`config.mk`:
```
export PLATFORM = sky130hd
export DESIGN_NAME = pulse_iso_channel
export DESIGN_NICKNAME = d
export VERILOG_FILES = /design/src/rtl/pulse_iso_pkg.sv /design/src/rtl/iso_edge_encoder.sv /design/src/rtl/iso_bistable.sv /design/src/rtl/iso_starve_watchdog.sv /design/src/rtl/pulse_iso_channel.sv
export SDC_FILE = /design/constraint.sdc
export NUM_CORES = 1
export LEC_CHECK = 0
export BUFFER_PORTS_ARGS = -buffer_cell sky130_fd_sc_hd__buf_2
export CELL_PAD_IN_SITES_DETAIL_PLACEMENT = 1
export CELL_PAD_IN_SITES_GLOBAL_PLACEMENT = 2
export CORE_MARGIN = 3
export CORE_UTILIZATION = 38
export CTS_CLUSTER_SIZE = 12
export DETAILED_ROUTE_END_ITERATION = 10
export GPL_ROUTABILITY_DRIVEN = 1
export GPL_TIMING_DRIVEN = 0
export PLACE_DENSITY = 0.83
export SYNTH_ARGS = -nofsm -noshare
export SYNTH_HDL_FRONTEND = slang
export SYNTH_SLANG_ARGS = --single-unit
```
`constraint.sdc`:
```
create_clock -name clk -period 2.1 [get_ports clk]
set_input_delay 0.315 -clock clk [delete_from_list [all_inputs] [get_ports clk]]
set_output_delay 0.315 -clock clk [all_outputs]
set_load 0.02 [all_outputs]
```
`src/rtl/pulse_iso_pkg.sv`:
```
package pulse_iso_pkg;

  typedef enum logic [1:0] {
    PK_NONE = 2'd0,
    PK_SET  = 2'd1,
    PK_CLR  = 2'd2
  } pulse_kind_e;

  // Counter width able to hold values 0 .. limit-1 (at least one bit).
  function automatic int cnt_width(input int limit);
    return (limit > 2) ? $clog2(limit) : 1;
  endfunction

  // Pulse kind that conveys a given level.
  function automatic pulse_kind_e level_pulse(input logic lvl);
    return lvl ? PK_SET : PK_CLR;
  endfunction

endpackage

```
`src/rtl/iso_edge_encoder.sv`:
```
module iso_edge_encoder
  import pulse_iso_pkg::*;
#(
  parameter int REFRESH_CYCLES = 250
) (
  input  logic clk,
  input  logic rst_n,
  input  logic din,
  output logic set_o,
  output logic clr_o
);

  localparam int CW = cnt_width(REFRESH_CYCLES);
  localparam logic [CW-1:0] IDLE_LAST = CW'(REFRESH_CYCLES - 1);

  logic          last_lvl;
  logic [CW-1:0] idle_cnt;
  pulse_kind_e   kind;

  // Transition takes priority; otherwise refresh when idle interval is spent.
  always_comb begin
    if (din != last_lvl)          kind = level_pulse(din);
    else if (idle_cnt == IDLE_LAST) kind = level_pulse(last_lvl);
    else                          kind = PK_NONE;
  end

  always_ff @(posedge clk) begin
    if (!rst_n) begin
      last_lvl <= 1'b1;
      idle_cnt <= '0;
      set_o    <= 1'b0;
      clr_o    <= 1'b0;
    end else begin
      set_o    <= (kind == PK_SET);
      clr_o    <= (kind == PK_CLR);
      last_lvl <= din;
      idle_cnt <= (kind != PK_NONE) ? '0 : idle_cnt + 1'b1;
    end
  end

  // the pulse pair is mutually exclusive
  a_r3_pulse_exclusive: assert property (@(posedge clk) disable iff (!rst_n)
    !(set_o && clr_o));

  // a set pulse only follows a cycle where the input was high
  a_r1_set_follows_high: assert property (@(posedge clk) disable iff (!rst_n)
    set_o |-> $past(din));

  // a clear pulse only follows a cycle where the input was low
  a_r2_clr_follows_low: assert property (@(posedge clk) disable iff (!rst_n)
    clr_o |-> !$past(din));

  // the idle counter stays inside its interval
  a_r4_idle_bound: assert property (@(posedge clk) disable iff (!rst_n)
    idle_cnt <= IDLE_LAST);

endmodule

```
`src/rtl/iso_bistable.sv`:
```
module iso_bistable (
  input  logic clk,
  input  logic rst_n,
  input  logic set_i,
  input  logic clr_i,
  output logic q_o
);

  always_ff @(posedge clk) begin
    if (!rst_n)              q_o <= 1'b1;
    else if (set_i && !clr_i) q_o <= 1'b1;
    else if (clr_i && !set_i) q_o <= 1'b0;
  end

  // a lone set pulse latches a one
  a_r6_set_latches: assert property (@(posedge clk) disable iff (!rst_n)
    (set_i && !clr_i) |=> q_o);

  // a lone clear pulse latches a zero
  a_r6_clr_latches: assert property (@(posedge clk) disable iff (!rst_n)
    (clr_i && !set_i) |=> !q_o);

  // colliding pulses leave the latch alone
  a_r7_collision_hold: assert property (@(posedge clk) disable iff (!rst_n)
    (set_i && clr_i) |=> $stable(q_o));

endmodule

```
`src/rtl/iso_starve_watchdog.sv`:
```
module iso_starve_watchdog
  import pulse_iso_pkg::*;
#(
  parameter int WATCHDOG_CYCLES = 1250
) (
  input  logic clk,
  input  logic rst_n,
  input  logic pulse_seen_i,
  output logic fault_o
);

  localparam int WW = cnt_width(WATCHDOG_CYCLES);
  localparam logic [WW-1:0] WAIT_LAST = WW'(WATCHDOG_CYCLES - 1);

  logic [WW-1:0] quiet_cnt;

  always_ff @(posedge clk) begin
    if (!rst_n) begin
      quiet_cnt <= '0;
      fault_o   <= 1'b0;
    end else if (pulse_seen_i) begin
      quiet_cnt <= '0;
      fault_o   <= 1'b0;
    end else if (quiet_cnt == WAIT_LAST) begin
      fault_o   <= 1'b1;
    end else begin
      quiet_cnt <= quiet_cnt + 1'b1;
    end
  end

  // the fault only rises after a cycle with no valid pulse
  a_r8_rise_on_silence: assert property (@(posedge clk) disable iff (!rst_n)
    $rose(fault_o) |-> !$past(pulse_seen_i));

  // any valid pulse clears the fault on the next cycle
  a_r9_pulse_clears: assert property (@(posedge clk) disable iff (!rst_n)
    pulse_seen_i |=> !fault_o);

endmodule

```
`src/rtl/pulse_iso_channel.sv`:
```
module pulse_iso_channel
  import pulse_iso_pkg::*;
#(
  parameter int REFRESH_CYCLES  = 250,
  parameter int WATCHDOG_CYCLES = 1250
) (
  input  logic clk,
  input  logic rst_n,
  input  logic din,
  output logic tx_set,
  output logic tx_clr,
  input  logic rx_set,
  input  logic rx_clr,
  output logic dout,
  output logic link_fault
);

  logic rx_valid;
  logic held_lvl;

  iso_edge_encoder #(
    .REFRESH_CYCLES(REFRESH_CYCLES)
  ) u_enc (
    .clk  (clk),
    .rst_n(rst_n),
    .din  (din),
    .set_o(tx_set),
    .clr_o(tx_clr)
  );

  iso_bistable u_latch (
    .clk  (clk),
    .rst_n(rst_n),
    .set_i(rx_set),
    .clr_i(rx_clr),
    .q_o  (held_lvl)
  );

  // Only a lone pulse counts as proof of life.
  assign rx_valid = rx_set ^ rx_clr;

  iso_starve_watchdog #(
    .WATCHDOG_CYCLES(WATCHDOG_CYCLES)
  ) u_wdog (
    .clk         (clk),
    .rst_n       (rst_n),
    .pulse_seen_i(rx_valid),
    .fault_o     (link_fault)
  );

  assign dout = link_fault | held_lvl;

  // a starved link always presents the safe level
  a_r8_fault_forces_high: assert property (@(posedge clk) disable iff (!rst_n)
    link_fault |-> dout);

  // a lone clear pulse yields a low output with no fault
  a_r9_clr_recovers: assert property (@(posedge clk) disable iff (!rst_n)
    (rx_clr && !rx_set) |=> (!dout && !link_fault));

endmodule

```
==> impl_metrics.csv <==
group,metric,value,unit
status,outcome,"completed",
timing,tightest_slew,0.615,ns
global_route,grt_pass1_vias,915,
timing,fmax,0.595,GHz
timing,rsz0062_at_grt,"false",
route,drt_wl_total,2100,um
critical_path,critPathBufInv,0,
clocking,htree_levels,1,
critical_path,worst_setup_path_start_kind,"flip-flop",
route,drc_errors,0,
critical_path,critPathTopFamily,"simple AND/OR/NAND/NOR gates",
power,cellPowerDensity,606,nW/um2
critical_path,rrSetupSlack,0.42,ns
place,gp_congestion,0.747,
min_path,worstHoldStart,"rst_n",
critical_path,r2r_start,"u_wdog.quiet_cnt[0]$_SDFFE_PP0P_",
route,first_iter_violations,20,
final_layout,n_fill_cell,317,
power,total_power,0.719,mW
clocking,cts_inserted_buffers,3,
final_layout,final_area,1190,um2
timing,fin_tns_setup,0,ns
logic_synthesis,yosys.area.top_type,"dfxtp_1",
timing,layout_min_cycle_time,1.68,ns
global_route,grt.total_usage,0.145,
logic_synthesis,synth_common_cells,"dfxtp_1, a21oi_1",
logic_synthesis,syn_area,1090,um2
power,switching_share,0.230,
power,irDropWorstVdd,0.263,mV
critical_path,crit_fanout,6,
global_route,grt_pass1_wl,3980,um
route,postRouteAntennaNets,0,
global_route,grtUsageMet3,0.0261,
clocking,clock_sinks,24,
logic_synthesis,avgSynthCellArea,9.44,um2
timing,maxSlewViolCount,0,
final_layout,area_growth,9.22,%
final_layout,post-route-util,0.458,
final_layout,seq_area,480,um2
critical_path,max_stage_delay,0.54,ns
timing,finalHoldViolCount,0,
timing,holdWs,0.261,ns
power,share_seq_of_total_power,0.658,
floorplan,rows,18,
logic_synthesis,synth_top_flop_cell,"dfxtp_1",
power,power_switching,0.165,mW
timing,setup-violations-final,0,
global_route,grt_max_degree,13,
logic_synthesis,synth_area_leaders,"dfxtp_1, ha_1, a21oi_1",
place,placed_area,1160,um2
floorplan,core-area,2590,um2
route,vias_per_cell,5.47,
critical_path,cp.required,2.34,ns
min_path,hold_end,"u_latch.q_o$_SDFFE_PP1P_",
floorplan,initial_utilization,0.419,
timing,max_slew_margin,0.590,
clocking,post_cts_buffers,0,
power,leakagePower,0.410,nW
logic_synthesis,seq_area_frac_synth,0.442,
logic_synthesis,synth_most_common_cell,"dfxtp_1",
critical_path,reg2reg_to,"u_wdog.quiet_cnt[10]$_SDFFE_PP0P_",
logic_synthesis,yosysTopAreaCellShare,0.442,
route,dr_total_vias,853,
global_route,met2_usage,0.271,
final_layout,fin_nets,139,
final_layout,n_antenna_cell,0,
power,clock_power_share,0.269,
clocking,clk_latency,0.30,ns
global_route,busiest_layer,"met2",
min_path,holdCritPathClass,"input port to flip-flop",
floorplan,dieArea,3540,um2
power,power_frac_comb,0.073,
clocking,clk_path_buf_depth,2,
final_layout,multi_input_area,579,um2
logic_synthesis,postSynthRegisterBits,24,
critical_path,crit_chain,"ha_1 > nand4_1 > or4_1 > a21oi_1",
place,portBuffers,8,
place,dp_hpwl,1650,um
clocking,post_cts_resized,0,
clocking,cts_tree,"done",
clocking,hold_buffers,0,
logic_synthesis,yosys_warnings,0,
clocking,path_clk_slew,0.13,ns
clocking,root_buffer,"clkbuf_4",
min_path,min_path_cells,2,
global_route,antenna_found_initial,0,
logic_synthesis,async_flop_share,0,
floorplan,die_h,59.5,um
critical_path,crit_cells,4,
global_route,overflow,0,
floorplan,die_w,59.5,um
job,maxCapViolations,0,
route,wl_per_cell,13.5,um
timing,period_share,0.801,
critical_path,worstPathArrival,1.93,ns
route,firstDrtPassIters,4,
critical_path,path_class,"flip-flop to flip-flop",
power,p_int,0.554,mW
critical_path,reg2reg_depth,4,
floorplan,io_pins,9,
critical_path,slowest_stage,"or4_1",
timing,fin_skew,0.0122,ns
logic_synthesis,synth_nets,126,
global_route,grt_util_met1,0.166,
logic_synthesis,synth_cell_type_count,32,
final_layout,drive_gt1_frac,0.143,
critical_path,cp-startpoint,"u_wdog.quiet_cnt[0]$_SDFFE_PP0P_",
logic_synthesis,postSynthCellCount,115,
critical_path,end_kind,"flip-flop",
logic_synthesis,synth-edff-count,0,
[cell type report]
class,count,area share
Tap cell,30,0.0316
Timing Repair Buffer,8,0.0338
Multi-Input combinational cell,84,0.488
Sequential cell,24,0.405
Clock buffer,3,0.0190
Inverter,7,0.0222
[per-stage QoR]
step                setup WS (ns)  instances
detailed placement          0.412        153
floorplan                   0.676        115
CTS                         0.380        156
global route                0.250        156
global placement            0.492        153
finish                      0.418        156
[power by group through the flow]
stage	clock network, mW	logic [mW]	registers (mW)
finish	0.193	0.0522	0.473
global route	0.234	0.0608	0.476
CTS	0.206	0.0540	0.473
detailed placement	0	0.0539	0.483
global placement	0	0.0511	0.482
floorplan	0	0.0340	0.483
[placed cells by master, fill, tap and decap left out, types with 2 or more instances in the layout]
master    Yosys  final
dfxtp_1      24     24
nand3_1       7      7
nand2_1       7      7
inv_1         7      7
or4_1         3      3
xor2_1        4      4
o21ai_0       6      6
o31ai_1       4      4
ha_1          6      6
nor2_1        7      7
nand3b_1      2      2
xnor2_1       2      2
or3_1         5      5
nand2b_1      3      3
nand4_1       3      3
clkbuf_4      0      3
a21oi_1       9      9
buf_2         0      8
[how the worst max path moves through the flow]
| stage | to | slack [ns] |
|---|---|---|
| final | u_wdog.quiet_cnt[10]$_SDFFE_PP0P_ | 0.42 |
| after global routing | u_wdog.quiet_cnt[10]$_SDFFE_PP0P_ | 0.25 |
| after CTS | u_wdog.quiet_cnt[10]$_SDFFE_PP0P_ | 0.38 |
| after detailed placement | u_wdog.quiet_cnt[10]$_SDFFE_PP0P_ | 0.41 |
| after global placement | u_wdog.quiet_cnt[10]$_SDFFE_PP0P_ | 0.49 |
| after floorplan | u_wdog.quiet_cnt[10]$_SDFFE_PP0P_ | 0.68 |
[registers in the layout (all words and copies together) (netlist names)]
name and count:
u_enc.clr_o 1, u_enc.last_lvl 1, u_enc.idle_cnt 8, u_wdog.fault_o 1, u_wdog.quiet_cnt 11, u_latch.q_o 1, u_enc.set_o 1
[cell families (layout without fill, tap and decap cells)]
family | after synthesis | count (layout) | synth area share
AO/OA/AOI/OAI | 26 | 26 | 0.162
XOR/XNOR | 6 | 6 | 0.0484
adder cells (fa/ha/maj) | 6 | 6 | 0.0691
buffers and inverters | 7 | 18 | 0.0242
flip-flops | 24 | 24 | 0.442
multiplexers | 1 | 1 | 0.00922
AND/OR/NAND/NOR | 45 | 45 | 0.244
[per-layer routing]
metal  share of wire  up-vias
met1            0.46      409
li1                -      441
met4          0.0071        0
met2            0.52        1
met3           0.012        2
met5               0        -
Power figures use the tool's default switching activity.
